File: src/rtl/sensor_frame_xcvr.sv
module sensor_frame_xcvr #(
  parameter int CLK_HZ  = 200_000_000,
  parameter int GAP_US  = 10,
  parameter int CLK_DIV = 4,
  parameter int OUT_W   = 32
) (
  input  logic             clk,
  input  logic             rst_n,
  input  logic             req_valid,
  output logic             req_ready,
  input  logic             req_write,
  input  logic [4:0]       req_addr,
  input  logic [15:0]      req_wdata,
  output logic             rsp_done,
  output logic [OUT_W-1:0] rsp_data,
  output logic [1:0]       rsp_status,
  output logic             rsp_crc_err,
  output logic             rsp_dev_err,
  output logic             sclk,
  output logic             mosi,
  input  logic             miso,
  output logic             cs_n
);
  localparam int GAP_RAW    = (CLK_HZ / 1_000_000) * GAP_US;
  localparam int GAP_CYCLES = (GAP_RAW < 1) ? 1 : GAP_RAW;
  localparam int GW         = $clog2(GAP_CYCLES + 1);
  localparam int DW         = (CLK_DIV > 1) ? $clog2(CLK_DIV) : 1;

  typedef enum logic [1:0] {IDLE, SHIFT, TAIL, GAP} state_t;

  function automatic logic [7:0] crc8(input logic [23:0] d);
    logic [7:0] c;
    logic fb;
    c = 8'hFF;
    for (int i = 23; i >= 0; i--) begin
      fb = c[7] ^ d[i];
      c  = {c[6:0], 1'b0} ^ (fb ? 8'h1D : 8'h00);
    end
    return ~c;
  endfunction

  function automatic logic [31:0] mk_frame(input logic w, input logic [4:0] a, input logic [15:0] d);
    logic [23:0] h;
    h = {w, a, 2'b00, d};
    return {h, crc8(h)};
  endfunction

  state_t        st;
  logic [DW-1:0] hcnt;
  logic [4:0]    bitn;
  logic [GW-1:0] gcnt;
  logic          second;
  logic [4:0]    addr_q;
  logic [31:0]   tx_sr, rx_sr;
  logic          half_end, crc_ok;

  assign req_ready = (st == IDLE);
  assign mosi      = tx_sr[31];
  assign half_end  = (hcnt == DW'(CLK_DIV - 1));
  assign crc_ok    = (crc8(rx_sr[31:8]) == rx_sr[7:0]);

  always_ff @(posedge clk or negedge rst_n) begin
    if (!rst_n) begin
      st          <= IDLE;
      hcnt        <= '0;
      bitn        <= '0;
      gcnt        <= '0;
      second      <= 1'b0;
      addr_q      <= '0;
      tx_sr       <= '0;
      rx_sr       <= '0;
      sclk        <= 1'b0;
      cs_n        <= 1'b1;
      rsp_done    <= 1'b0;
      rsp_data    <= '0;
      rsp_status  <= '0;
      rsp_crc_err <= 1'b0;
      rsp_dev_err <= 1'b0;
    end else begin
      rsp_done <= 1'b0;
      case (st)
        IDLE: if (req_valid) begin
          addr_q <= req_addr;
          tx_sr  <= mk_frame(req_write, req_addr, req_write ? req_wdata : 16'h0000);
          second <= 1'b0;
          cs_n   <= 1'b0;
          hcnt   <= '0;
          bitn   <= '0;
          st     <= SHIFT;
        end
        SHIFT: begin
          if (half_end) begin
            hcnt <= '0;
            if (!sclk) begin
              sclk  <= 1'b1;
              rx_sr <= {rx_sr[30:0], miso};
            end else begin
              sclk <= 1'b0;
              if (bitn == 5'd31) st <= TAIL;
              else begin
                bitn  <= bitn + 5'd1;
                tx_sr <= {tx_sr[30:0], 1'b0};
              end
            end
          end else hcnt <= hcnt + DW'(1);
        end
        TAIL: begin
          if (half_end) begin
            hcnt <= '0;
            cs_n <= 1'b1;
            gcnt <= '0;
            st   <= GAP;
            if (second) begin
              rsp_done    <= 1'b1;
              rsp_data    <= OUT_W'($signed(rx_sr[23:8]));
              rsp_status  <= rx_sr[25:24];
              rsp_crc_err <= ~crc_ok;
              rsp_dev_err <= &rx_sr[25:24];
            end
          end else hcnt <= hcnt + DW'(1);
        end
        GAP: begin
          if (gcnt == GW'(GAP_CYCLES - 1)) begin
            if (!second) begin
              second <= 1'b1;
              tx_sr  <= mk_frame(1'b0, addr_q, 16'h0000);
              cs_n   <= 1'b0;
              hcnt   <= '0;
              bitn   <= '0;
              st     <= SHIFT;
            end else st <= IDLE;
          end else gcnt <= gcnt + GW'(1);
        end
        default: st <= IDLE;
      endcase
    end
  end
endmodule

File: config.mk
export PLATFORM = sky130hd
export DESIGN_NAME = sensor_frame_xcvr
export DESIGN_NICKNAME = d
export VERILOG_FILES = /design/src/rtl/sensor_frame_xcvr.sv
export SDC_FILE = /design/constraint.sdc
export NUM_CORES = 1
export LEC_CHECK = 0
export ABC_AREA = 1
export ABC_CLOCK_PERIOD_IN_PS = 3870
export BUFFER_PORTS_ARGS = -buffer_cell sky130_fd_sc_hd__buf_2
export CORE_MARGIN = 1
export CORE_UTILIZATION = 44
export CTS_CLUSTER_SIZE = 12
export DETAILED_ROUTE_END_ITERATION = 10
export PLACE_DENSITY = 0.66
export SYNTH_ARGS = -nofsm -noshare
export SYNTH_HDL_FRONTEND = slang
export SYNTH_SLANG_ARGS = --single-unit
File: constraint.sdc
create_clock -name clk -period 3.87 [get_ports clk]
set_input_delay 1.161 -clock clk [delete_from_list [all_inputs] [get_ports clk]]
set_output_delay 1.161 -clock clk [all_outputs]
set_load 0.1 [all_outputs]
==> metrics.md, run 1 <==
| Metric | Value |
|---|---|
| Synth Area per Inst | 6.89 um2 |
| Critical path required time | 4.17 ns |
| Power Dens Cells | 443 mW/mm2 |
| Fin Clk Skew | 0.00826 ns |
| Synth cell count leaders | 443 x sky130_fd_sc_hd__nand2_1, 112 x sky130_fd_sc_hd__dfrtp_1, 110 x sky130_fd_sc_hd__nand3_1, 104 x sky130_fd_sc_hd__inv_1, 87 x sky130_fd_sc_hd__o21ai_0 |
| Buffers & Inverters on Critical Path | 2 |
| CTS hold repair buffers | 0 |
| Buffers on Ports | 66 |
| Flops & latches, synth | 113 |
| Initial drt markers | 427 |
| Worst skew pair latency | 0.42 ns |
| Sequential share of the synthesized area | 36.1% |
| Number of placed I/O pins | 67 |
| Final Non-Filler Cells | 1426 |
| Top FF cell, synth | sky130_fd_sc_hd__dfrtp_1 |
| Number of violations of the max-capacitance limit | 0 |
| Setup tns final | 0 ns |
| Post-cts gate resize count | 0 |
| Via count of the first global-routing pass | 6424 |
| Start point of the worst min-delay path | rsp_status[0]$_DFFE_PN0P_ |
| DIE AREA | 0.0183 mm2 |
| Path depth of the worst reg2reg path | 29 |
| Synth Instances | 1136 |
| Final weighted congestion in routability-driven placement | 0.840 |
| Avg WL per Cell | 12.9 um |
| Unrepaired setup endpoints after global routing | false |
| Core box area | 0.0174 mm2 |
| First-pass GRT wire length | 30.6 mm |
| Dominant delay contributor by cell family on the critical path | simple AND/OR/NAND/NOR gates |
| Total length of routed wires | 18.4 mm |
| Remaining global-route overflow | 0 |
| Min Tclk post-route | 3.43 ns |
| Final Slew Violations | 0 |
| Reg-to-reg startpoint | rx_sr[29]$_DFFE_PN0P_ |
| Number of unique standard cell types used by synthesis | 48 |
| R2R setup slack | 0.68 ns |
| Worst-path cell with the longest stage delay | sky130_fd_sc_hd__xnor2_1 |
| Cell count of the worst hold path | 2 |
| Most used cell, CP | sky130_fd_sc_hd__nand2_1 |
| Synth-to-Final Area Change | 13.3% |
| Worst hold path endpoint | rsp_status[0]$_DFFE_PN0P_ |
| Largest fanout of any net on the critical path | 5 |
| CP Data Arrival Time | 3.73 ns |
| Horiz. Die Dim | 135 um |
| Transition time of the tightest slew-check pin | 0.950 ns |
| Clock transition at the registers of the reported paths | 0.05 ns |
| Warnings from Yosys | 0 |
| Share of flip-flops with an asynchronous set or reset | 100% |
| Net Count, Synth | 1170 |
| Total track usage | 21.2% |
| Max-slew headroom at the worst pin | 36.4% |
| Inserted Diodes | 0 |
| Result of the run | completed |
| Summed instance area of the synthesized netlist | 0.00783 mm2 |
| Placed wire-length estimate | 13.9 mm |
| CTS tree | done |
| Total CTS buffers | 17 |
| Die Ht | 135 um |
| Drt first pass iters | 5 |
| DRC viols | 0 |
| Final hold vios | 0 |
| Critical path endpoint category | flip-flop |
| Top-area cell type share of the netlist area | 35.8% |
| Most common cell in the netlist | sky130_fd_sc_hd__nand2_1 |
| Bufs on Longest Clock Path | 2 |
| Floorplan row count | 48 |
| Largest cells by area after synthesis | sky130_fd_sc_hd__dfrtp_1 36%, sky130_fd_sc_hd__nand2_1 21%, sky130_fd_sc_hd__nand3_1 7.0%, sky130_fd_sc_hd__o21ai_0 5.6%, sky130_fd_sc_hd__inv_1 5.0% |
| Critical path type | in -> reg |
| Initial Utilization | 45.1% |
| Vias per cell | 5.01 |
| Count of flip-flops with a built-in enable after synthesis | 0 |
| Postcts setup bufs | 0 |
| Number of nets in the layout | 1222 |
| Final setup violation count | 0 |
| Fraction of final layout cells with drive strength greater than 1 | 14.5% |
| DP Cell Count | 1394 |
| Highest clock rate | 0.291 GHz |
| Leak pwr | 4.67 nW |
| Startpoint class of the critical path | input pin |
| Root buffer selected by CTS | sky130_fd_sc_hd__clkbuf_16 |
| Number of antenna violations at the first check in global routing | 0 |
| Worst VDD drop | 0.327 mV |
| Sequence of cells on the critical path | buf_2 > inv_2 > nand2_1 > nand2_1 > xnor2_1 > o21ai_1 > nand2_1 > nand2_1 > nand2_2 > nand3_2 > nand2_4 > nand2_1 > nand2_1 > nand2_1 > nand2_2 > nand2_1 > nand2_1 > nand2_1 > nand2_1 > nor2_1 > o21ai_0 > a2bb2oi_1 |
| Largest area contributor in the synthesized netlist | sky130_fd_sc_hd__dfrtp_1 |
| Longest individual stage delay on the worst path | 0.35 ns |
| Largest net degree at the start of global routing | 69 |
| Post-route ant nets | 0 |
| Path category of the worst min-delay check | reg -> reg |
| Detailed-route via count | 7138 |
| Total number of H-tree levels | 4 |
| Share of the cycle needed by the critical path after routing | 88.7% |
| R2R Path End | rsp_crc_err$_DFFE_PN0P_ |
| Clock sink total | 113 |
## flip-flops by register name, summed over array words and instances, names as in the netlist, 5 cells and up
name	flops
bitn	5
rsp_data	16
tx_sr	32
addr_q	5
rx_sr	32
gcnt	11
## tightest hold or removal path, cell delays in order, from the launching register on
cell                      delay (ns)
sky130_fd_sc_hd__dfrtp_1        0.34
sky130_fd_sc_hd__nand2_1        0.05
sky130_fd_sc_hd__nand2_1        0.05
## power breakdown
| group | internal (mW) | total, mW | switching, mW | leakage [nW] |
|---|---|---|---|---|
| sequential | 1.18 | 1.18 | 0.000777 | 1.53 |
| combinational | 0.409 | 1.17 | 0.762 | 2.86 |
| clock | 1.01 | 1.58 | 0.570 | 0.285 |
## kinds of logic (layout without fill, tap and decap cells)
logic type / count (synthesis) / count (layout) / synth area share [%]
AOI/OAI and AO/OA: 152 / 152 / 11.0
adders and majority gates: 8 / 8 / 1.28
muxes: 2 / 2 / 0.288
buffers and inverters: 168 / 233 / 9.16
and+or+nand+nor: 644 / 644 / 34.8
xor gates and xnor gates: 49 / 49 / 7.30
DFF: 113 / 113 / 36.1
## layer usage
layer	GRT usage, %	up-vias	routed length [um]
li1	-	3719	-
met1	28.5	3245	9020
met2	33.6	154	8320
met3	5.87	20	924
met4	5.12	0	186
met5	0	-	0
## worst max-delay path by stage
stage / slack [ns] / startpoint / cells after the start / end
6_report: 0.44 / req_addr[0] / 22 / tx_sr[2]$_DFFE_PN0P_
5_1_grt: 0.17 / req_addr[0] / 22 / tx_sr[2]$_DFFE_PN0P_
4_1_cts: 0.47 / req_addr[0] / 22 / tx_sr[2]$_DFFE_PN0P_
3_5_place_dp: 0.05 / req_addr[0] / 22 / tx_sr[2]$_DFFE_PN0P_
3_3_place_gp: 0.08 / req_addr[0] / 22 / tx_sr[2]$_DFFE_PN0P_
2_1_floorplan: 0.51 / req_write / 18 / tx_sr[3]$_DFFE_PN0P_
## final cells by class
cell class | instances | area [um2]
Clock inverter | 11 | 140
Inverter | 124 | 467
Tap cell | 225 | 282
Multi-Input combinational cell | 855 | 4290
Fill cell | 1735 | 8480
Sequential cell | 113 | 2830
Clock buffer | 21 | 440
Timing Repair Buffer | 77 | 428
## through the flow
step	hold slack [ns]	power, mW	cell area (um2)	util [%]	setup WS [ns]
5_1_grt	0.507	4.16	8870	51.1	0.172
3_3_place_gp	0.453	2.35	8290	47.8	0.0845
6_report	0.475	3.93	8870	51.1	0.439
2_1_floorplan	0.452	2.16	7830	-	0.512
3_5_place_dp	0.456	2.38	8290	47.8	0.0485
4_1_cts	0.482	3.95	8870	51.1	0.474
## placed cells by master, fill, tap and decap left out, types with 3 or more instances in the layout
cell,Yosys,final
sky130_fd_sc_hd__a211oi_1,3,3
sky130_fd_sc_hd__a21oi_1,28,28
sky130_fd_sc_hd__a221oi_1,5,5
sky130_fd_sc_hd__a22oi_1,13,13
sky130_fd_sc_hd__buf_2,2,65
sky130_fd_sc_hd__buf_4,18,11
sky130_fd_sc_hd__bufinv_16,0,3
sky130_fd_sc_hd__clkbuf_1,21,4
sky130_fd_sc_hd__clkbuf_16,0,17
sky130_fd_sc_hd__clkinv_1,3,3
sky130_fd_sc_hd__clkinv_2,1,6
sky130_fd_sc_hd__dfrtp_1,112,112
sky130_fd_sc_hd__ha_1,8,8
sky130_fd_sc_hd__inv_1,104,104
sky130_fd_sc_hd__inv_2,16,16
sky130_fd_sc_hd__nand2_1,443,441
sky130_fd_sc_hd__nand2_2,19,21
sky130_fd_sc_hd__nand2_4,4,4
sky130_fd_sc_hd__nand3_1,110,110
sky130_fd_sc_hd__nand3_2,4,4
sky130_fd_sc_hd__nand3b_1,4,4
sky130_fd_sc_hd__nor2_1,39,39
sky130_fd_sc_hd__nor3_1,5,5
sky130_fd_sc_hd__nor3b_1,5,5
sky130_fd_sc_hd__o21ai_0,87,87
sky130_fd_sc_hd__o22ai_1,4,4
sky130_fd_sc_hd__o31ai_1,3,3
sky130_fd_sc_hd__or2_2,4,4
sky130_fd_sc_hd__xnor2_1,14,14
sky130_fd_sc_hd__xor2_1,22,22
sky130_fd_sc_hd__xor2_2,8,8
sky130_fd_sc_hd__xor2_4,3,3
(Power assumes the default switching activity.)
==> run 2: changes to the inputs <==
ABC_CLOCK_PERIOD_IN_PS = 4400   (was 3870)
BUFFER_PORTS_ARGS = -buffer_cell sky130_fd_sc_hd__buf_4   (was -buffer_cell sky130_fd_sc_hd__buf_2)
CAP_MARGIN = 15   (was not set)
clock period = 4.4 ns   (was 3.87 ns; I/O delays follow)
==> run 2 against run 1 <==
Net effect:
- count of clock-buffer cells in the layout up 5
- sequential power fell by 12%
- die area unchanged
- sequential share of layout area shrank 0.43 points
- global-route usage increased by 0.13 points
- register-to-register slack better by 0.53 ns
- clock power shrank 13%
- critical path type unchanged
- largest cell class unchanged
- largest power group unchanged
==> metrics.md, run 2 (synthesis gave the netlist of run 1 again) <==
| Metric | Value |
|---|---|
| Result of the run | completed (unchanged) |
| Most used cells in the layout excluding fill and tap cells | 441 x sky130_fd_sc_hd__nand2_1, 112 x sky130_fd_sc_hd__dfrtp_1, 110 x sky130_fd_sc_hd__nand3_1 (unchanged) |
| Critical path type | in -> reg (unchanged) |
| Min Tclk post-route | 3.66 ns |
| Buffers on Ports | 66 (unchanged) |
| Total number of H-tree levels | 4 (unchanged) |
| Total length of routed wires | 18.6 mm (was 18.4 mm) |
| Detailed-route via count | 7100 (was 7138) |
| Remaining global-route overflow | 0 (unchanged) |
| Worst VDD drop | 0.278 mV (was 0.327 mV) |
| Most common cell after layout, fill and taps aside | sky130_fd_sc_hd__nand2_1 (unchanged) |
| Final setup violation count | 0 (unchanged) |
| Vias per cell | 5.00 (was 5.01) |
| Largest net degree at the start of global routing | 64 (was 69) |
| CTS hold repair buffers | 0 (unchanged) |
| Fin Clk Skew | 0.00946 ns (was 0.00826 ns) |
| Worst skew pair latency | 0.41 ns (was 0.42 ns) |
| Start point of the worst min-delay path | rsp_status[0]$_DFFE_PN0P_ (unchanged) |
| Number of nets in the layout | 1216 (was 1222) |
| Final Slew Violations | 0 (unchanged) |
| Total cell area at the placement stage | 0.00841 mm2 (was 0.00829 mm2) |
| Path category of the worst min-delay check | reg -> reg (unchanged) |
| Root buffer selected by CTS | sky130_fd_sc_hd__clkbuf_16 (unchanged) |
| Clock transition at the registers of the reported paths | 0.05 ns (about the same) |
| DIE AREA | 0.0183 mm2 (unchanged) |
| Setup tns final | 0 ns (unchanged) |
| Worst hold path endpoint | rsp_status[0]$_DFFE_PN0P_ (unchanged) |
| Post-route ant nets | 0 (unchanged) |
| Die Ht | 135 um (unchanged) |
| Path depth of the worst reg2reg path | 27 (was 29) |
| Cell count of the worst hold path | 2 (unchanged) |
| Unrepaired setup endpoints after global routing | false (unchanged) |
| Final hold vios | 0 (unchanged) |
| Critical path endpoint category | flip-flop (unchanged) |
| Power Dens Cells | 382 mW/mm2 (was 443 mW/mm2) |
| CP Data Arrival Time | 3.99 ns (was 3.73 ns) |
| Critical path required time | 4.73 ns (was 4.17 ns) |
| Postcts setup bufs | 0 (unchanged) |
| Max-slew headroom at the worst pin | 35.6% (was 36.4%) |
| Total CTS buffers | 17 (unchanged) |
| DRC viols | 0 (unchanged) |
| Largest fanout of any net on the critical path | 20 (was 5) |
| Initial drt markers | 457 (was 427) |
| Placed wire-length estimate | 13.7 mm (was 13.9 mm) |
| Initial Utilization | 45.1% (unchanged) |
| Highest clock rate | 0.274 GHz |
| Number of antenna violations at the first check in global routing | 0 (unchanged) |
| Fraction of final layout cells with drive strength greater than 1 | 14.0% (was 14.5%) |
| Setup crit start | req_write (was req_addr[0]) |
| Cell area after layout | 0.00900 mm2 (was 0.00887 mm2) |
| Via count of the first global-routing pass | 6374 (was 6424) |
| # fillers | 1706 (was 1735) |
| Total track usage | 21.3% (was 21.2%) |
| Transition time of the tightest slew-check pin | 0.962 ns (was 0.950 ns) |
| Reg-to-reg startpoint | rx_sr[29]$_DFFE_PN0P_ (unchanged) |
| Clock sink total | 113 (unchanged) |
| Largest registers | rx_sr x32, tx_sr x32, rsp_data x16 (unchanged) |
| R2R setup slack | 1.21 ns (was 0.68 ns) |
| Number of violations of the max-capacitance limit | 0 (unchanged) |
| R2R Path End | rsp_crc_err$_DFFE_PN0P_ (unchanged) |
| Leak pwr | 4.66 nW (was 4.67 nW) |
| Avg WL per Cell | 13.1 um (was 12.9 um) |
| Horiz. Die Dim | 135 um (unchanged) |
| First-pass GRT wire length | 30.7 mm (was 30.6 mm) |
| Share of the cycle needed by the critical path after routing | 83.1% |
| Synth-to-Final Area Change | 14.9% (was 13.3%) |
| Post-cts gate resize count | 0 (unchanged) |
| Bufs on Longest Clock Path | 2 (unchanged) |
| Inserted Diodes | 0 (unchanged) |
| Final weighted congestion in routability-driven placement | 0.893 (was 0.840) |
| Core box area | 0.0174 mm2 (unchanged) |
| CTS tree | done (unchanged) |
| Number of placed I/O pins | 67 (unchanged) |
| Floorplan row count | 48 (unchanged) |
| Drt first pass iters | 5 (unchanged) |
| Startpoint class of the critical path | input pin (unchanged) |
-- run 2: cell type report --
class	count	area (um2)	share of cell area (%)
Tap cell	225	282	3.13
Multi-Input combinational cell	855	4290	47.7
Inverter	124	467	5.19
Clock buffer	26	509	5.66
Sequential cell	113	2830	31.4
Clock inverter	5	75.1	0.834
Timing Repair Buffer	71	546	6.06
-- run 2: through the flow --
step	instances	util [%]	setup WS, ns	hold WS [ns]	total power [mW]
global route	1419	51.8	0.402	0.504	3.66
global placement	1388	48.5	0.402	0.461	2.08
detailed placement	1388	48.5	0.333	0.461	2.09
finish	1419	51.8	0.744	0.470	3.44
CTS	1419	51.8	0.744	0.473	3.47
floorplan	1136	-	0.883	0.452	1.90
-- run 2: worst max path at each step --
stage / slack [ns] / end
2_1_floorplan: 0.88 / tx_sr[3]$_DFFE_PN0P_
6_report: 0.74 / tx_sr[3]$_DFFE_PN0P_
3_3_place_gp: 0.40 / tx_sr[3]$_DFFE_PN0P_
4_1_cts: 0.74 / tx_sr[3]$_DFFE_PN0P_
3_5_place_dp: 0.33 / tx_sr[3]$_DFFE_PN0P_
5_1_grt: 0.40 / tx_sr[3]$_DFFE_PN0P_
-- run 2: worst max-delay path: stages --
cell                      delay [ns]
sky130_fd_sc_hd__buf_4          0.25
sky130_fd_sc_hd__nand2_1        0.20
sky130_fd_sc_hd__xor2_4         0.23
sky130_fd_sc_hd__xor2_2         0.35
sky130_fd_sc_hd__xor2_1         0.19
sky130_fd_sc_hd__nand2_1        0.12
sky130_fd_sc_hd__nand2_2        0.09
sky130_fd_sc_hd__nand2_2        0.08
sky130_fd_sc_hd__nand2_4        0.09
sky130_fd_sc_hd__nand2_1        0.05
sky130_fd_sc_hd__nand2_1        0.08
sky130_fd_sc_hd__nand3_1        0.09
sky130_fd_sc_hd__nand2_2        0.10
sky130_fd_sc_hd__nand2_1        0.09
sky130_fd_sc_hd__nand2_1        0.10
sky130_fd_sc_hd__nand2_1        0.05
sky130_fd_sc_hd__nand2_1        0.11
sky130_fd_sc_hd__nand2_1        0.08
sky130_fd_sc_hd__nand3_1        0.09
sky130_fd_sc_hd__nand3_1        0.09
sky130_fd_sc_hd__a21oi_1        0.13
-- run 2: power breakdown --
group	internal (mW)	leakage [nW]	total, mW	switching (mW)
Clock	0.902	0.290	1.37	0.465
Combinational	0.363	2.84	1.03	0.668
Sequential	1.04	1.53	1.04	0.000771
Total	2.31	4.66	3.44	1.13
-- run 2: layer usage --
metal,wire [um],track usage [%],share of wire (%)
met5,0,0,0
met4,272,6.80,1.5
met3,826,4.19,4.4
met2,8250,33.4,44
met1,9260,29.5,50
==> run 3: changes to the inputs <==
ABC_CLOCK_PERIOD_IN_PS = 3200   (was 4400)
PLACE_DENSITY = 0.68   (was 0.66)
clock period = 3.2 ns   (was 4.4 ns; I/O delays follow)
==> run 3 against run 2 <==
Net effect:
- cell count rose by 3.5%
- global-route usage rose by 0.67 points
- worst setup slack got worse by 0.60 ns
- first-iteration DRC count rose by 1.5%
- non-clock buffer count rose by 49
- worst hold slack barely moved
- wire length rose by 6.2%
- clock power rose by 40%
- sequential cell count did not move
- sequential power rose by 38%
- critical endpoint is now tx_sr[4]$_DFFE_PN0P_
- largest power group is now combinational logic
- largest cell class unchanged
==> metrics.md, run 3 (synthesis gave the netlist of run 1 again) <==
| Metric | Value |
|---|---|
| Largest registers | rx_sr x32, tx_sr x32, rsp_data x16 (unchanged) |
| R2R setup slack | 0.27 ns (was 1.21 ns) |
| Reg-to-reg startpoint | rx_sr[29]$_DFFE_PN0P_ (unchanged) |
| Final setup violation count | 0 (unchanged) |
| Number of placed I/O pins | 67 (unchanged) |
| Min Tclk post-route | 3.06 ns |
| CP Data Arrival Time | 3.35 ns (was 3.99 ns) |
| Largest net degree at the start of global routing | 66 (was 64) |
| Setup tns final | 0 ns (unchanged) |
| Highest clock rate | 0.327 GHz |
| Vias per cell | 5.07 (was 5.00) |
| Total CTS buffers | 17 (unchanged) |
| Clock transition at the registers of the reported paths | 0.05 ns (about the same) |
| Buffers & Inverters on Critical Path | 4 (was 1) |
| Final hold vios | 0 (unchanged) |
| Worst skew pair latency | 0.42 ns (was 0.41 ns) |
| Most used cell, CP | sky130_fd_sc_hd__nand2_1 (unchanged) |
| Number of antenna violations at the first check in global routing | 0 (unchanged) |
| Horiz. Die Dim | 135 um (unchanged) |
| R2R Path End | rsp_crc_err$_DFFE_PN0P_ (unchanged) |
| Bufs on Longest Clock Path | 2 (unchanged) |
| Worst Hold Margin | 0.469 ns (was 0.470 ns) |
| Fraction of final layout cells with drive strength greater than 1 | 24.6% (was 14.0%) |
| DP Cell Count | 1427 (was 1388) |
| Buffers on Ports | 66 (unchanged) |
| Max-slew headroom at the worst pin | 59.6% (was 35.6%) |
| Most common cell after layout, fill and taps aside | sky130_fd_sc_hd__nand2_1 (unchanged) |
| Sequence of cells on the critical path | buf_6 > buf_4 > nand2_4 > xor2_4 > xor2_4 > buf_4 > xor2_4 > nand2_1 > nand2_4 > clkinv_2 > nand2_1 > nand2_1 > nand2_1 > nand2_2 > xor2_4 > nand2_1 > nand2_1 > nand3_2 > nand3_2 > a21oi_2 (was buf_4 > nand2_1 > xor2_4 > xor2_2 > xor2_1 > nand2_1 > nand2_2 > nand2_2 > nand2_4 > nand2_1 > nand2_1 > nand3_1 > nand2_2 > nand2_1 > nand2_1 > nand2_1 > nand2_1 > nand2_1 > nand3_1 > nand3_1 > a21oi_1) |
| Path category of the worst min-delay check | reg -> reg (unchanged) |
| Critical path depth in cells | 20 (was 21) |
| Total track usage | 22.0% (was 21.3%) |
| Placed wire-length estimate | 14.1 mm (was 13.7 mm) |
| Path depth of the worst reg2reg path | 27 (unchanged) |
| Crit path capture | tx_sr[4]$_DFFE_PN0P_ (was tx_sr[3]$_DFFE_PN0P_) |
| Die Ht | 135 um (unchanged) |
| Core box area | 0.0174 mm2 (unchanged) |
| Leak pwr | 4.99 nW (was 4.66 nW) |
| Longest individual stage delay on the worst path | 0.23 ns (was 0.35 ns) |
| Critical path required time | 3.50 ns (was 4.73 ns) |
| Number of nets in the layout | 1265 (was 1216) |
| Cell area after layout | 0.00983 mm2 (was 0.00900 mm2) |
| Floorplan row count | 48 (unchanged) |
| Largest fanout of any net on the critical path | 6 (was 20) |
| Transition time of the tightest slew-check pin | 0.606 ns (was 0.962 ns) |
| Worst Setup Slack, final | 0.142 ns (was 0.744 ns) |
| Power Dens Cells | 550 mW/mm2 (was 382 mW/mm2) |
| Via count of the first global-routing pass | 6706 (was 6374) |
| DRC viols | 0 (unchanged) |
| # fillers | 1591 (was 1706) |
| Initial drt markers | 464 (was 457) |
| Remaining global-route overflow | 0 (unchanged) |
| Total cell area at the placement stage | 0.00872 mm2 (was 0.00841 mm2) |
| CTS hold repair buffers | 0 (unchanged) |
| Synth-to-Final Area Change | 25.5% (was 14.9%) |
| Post-place setup slack | -0.450 ns (was 0.333 ns) |
| Critical path endpoint category | flip-flop (unchanged) |
| Final Non-Filler Cells | 1469 (was 1419) |
| Most used cells in the layout excluding fill and tap cells | 390 x sky130_fd_sc_hd__nand2_1, 114 x sky130_fd_sc_hd__buf_4, 107 x sky130_fd_sc_hd__dfrtp_1 (was 441 x sky130_fd_sc_hd__nand2_1, 112 x sky130_fd_sc_hd__dfrtp_1, 110 x sky130_fd_sc_hd__nand3_1) |
| Root buffer selected by CTS | sky130_fd_sc_hd__clkbuf_16 (unchanged) |
| Final weighted congestion in routability-driven placement | 0.870 (was 0.893) |
| Result of the run | completed (unchanged) |
| Post-route ant nets | 0 (unchanged) |
| Startpoint class of the critical path | input pin (unchanged) |
| DIE AREA | 0.0183 mm2 (unchanged) |
| Detailed-route via count | 7450 (was 7100) |
| Fin Clk Skew | 0.0115 ns (was 0.00946 ns) |
| Initial Utilization | 45.1% (unchanged) |
| Critical path type | in -> reg (unchanged) |
| CTS tree | done (unchanged) |
| Final Slew Violations | 0 (unchanged) |
| Avg WL per Cell | 13.5 um (was 13.1 um) |
| Worst VDD drop | 0.381 mV (was 0.278 mV) |
| Inserted Diodes | 0 (unchanged) |
| First-pass GRT wire length | 31.8 mm (was 30.7 mm) |
| Share of the cycle needed by the critical path after routing | 95.6% |
| Unrepaired setup endpoints after global routing | true (was false) |
| Worst-path cell with the longest stage delay | sky130_fd_sc_hd__xor2_4 (was sky130_fd_sc_hd__xor2_2) |
| Dominant delay contributor by cell family on the critical path | simple AND/OR/NAND/NOR gates (unchanged) |
| Design Power | 5.40 mW (was 3.44 mW) |
| Number of violations of the max-capacitance limit | 0 (unchanged) |
| Total number of H-tree levels | 4 (unchanged) |
| Fin util | 56.6% (was 51.8%) |
| Setup crit start | req_write (unchanged) |
| Total length of routed wires | 19.8 mm (was 18.6 mm) |
| Clock sink total | 113 (unchanged) |
| Drt first pass iters | 5 (unchanged) |
-- run 3: layer usage --
| metal | global-route usage [%] | vias up | wire length (um) |
|---|---|---|---|
| met2 | 35.9 | 159 | 9300 |
| met4 | 6.49 | 0 | 278 |
| li1 | - | 3797 | - |
| met5 | 0 | - | 0 |
| met3 | 4.34 | 27 | 825 |
| met1 | 29.4 | 3467 | 9370 |
-- run 3: final cells by class --
class | instances | area (um2) | share of cell area, %
Clock buffer | 23 | 488 | 4.97
Clock inverter | 9 | 105 | 1.07
Inverter | 124 | 474 | 4.83
Multi-Input combinational cell | 855 | 4700 | 47.8
Sequential cell | 113 | 2840 | 28.9
Tap cell | 225 | 282 | 2.87
Timing Repair Buffer | 120 | 941 | 9.58
-- run 3: where the power goes --
part	total (mW)	leakage, nW	switching, mW	internal (mW)
Clock	1.92	0.281	0.696	1.22
Combinational	2.05	3.19	1.22	0.830
Sequential	1.43	1.52	0.000975	1.43
-- run 3: repair_timing --
| item | CTS | global route |
|---|---|---|
| gates resized for setup | 1 | 116 |
| setup buffers | 0 | 10 |
| pin swaps | 0 | 43 |
| gates cloned | 0 | 0 |
| setup endpoints to repair | 3 | 9 |
| endpoints found under the hold margin | 0 | 0 |
-- run 3: worst reg2reg max path, stage by stage, from the launching register on --
cell and delay, ns:
sky130_fd_sc_hd__dfrtp_2 0.45, sky130_fd_sc_hd__buf_4 0.17, sky130_fd_sc_hd__nand2_1 0.06, sky130_fd_sc_hd__nand2_1 0.06, sky130_fd_sc_hd__nand2_1 0.07, sky130_fd_sc_hd__inv_1 0.07
sky130_fd_sc_hd__nor2_4 0.14, sky130_fd_sc_hd__nand2_2 0.12, sky130_fd_sc_hd__nand2_4 0.10, sky130_fd_sc_hd__nand2_1 0.10, sky130_fd_sc_hd__nand2_2 0.11, sky130_fd_sc_hd__nand2_2 0.08
sky130_fd_sc_hd__nand2_1 0.09, sky130_fd_sc_hd__nand2_1 0.05, sky130_fd_sc_hd__nand2_1 0.10, sky130_fd_sc_hd__nand3_2 0.11, sky130_fd_sc_hd__nand3_2 0.12, sky130_fd_sc_hd__nand3_1 0.14
sky130_fd_sc_hd__nand2_1 0.14, sky130_fd_sc_hd__nand2_1 0.08, sky130_fd_sc_hd__nand2_1 0.06, sky130_fd_sc_hd__nand2_1 0.07, sky130_fd_sc_hd__nand2_1 0.07, sky130_fd_sc_hd__nand2_1 0.04
sky130_fd_sc_hd__nand2_1 0.05, sky130_fd_sc_hd__nand3_1 0.08, sky130_fd_sc_hd__nand2_1 0.06, sky130_fd_sc_hd__inv_1 0.04
-- run 3: worst min path at each step --
stage                         startpoint  cells after the start  slack [ns]                         to
2_1_floorplan      tx_sr[25]$_DFFE_PN0P_                      2        0.45      tx_sr[25]$_DFFE_PN0P_
3_3_place_gp   rsp_status[0]$_DFFE_PN0P_                      2        0.46  rsp_status[0]$_DFFE_PN0P_
3_5_place_dp   rsp_status[0]$_DFFE_PN0P_                      2        0.46  rsp_status[0]$_DFFE_PN0P_
4_1_cts        rsp_status[0]$_DFFE_PN0P_                      2        0.47  rsp_status[0]$_DFFE_PN0P_
5_1_grt          rsp_dev_err$_DFFE_PN0P_                      2        0.51    rsp_dev_err$_DFFE_PN0P_
6_report       rsp_status[0]$_DFFE_PN0P_                      2        0.47  rsp_status[0]$_DFFE_PN0P_
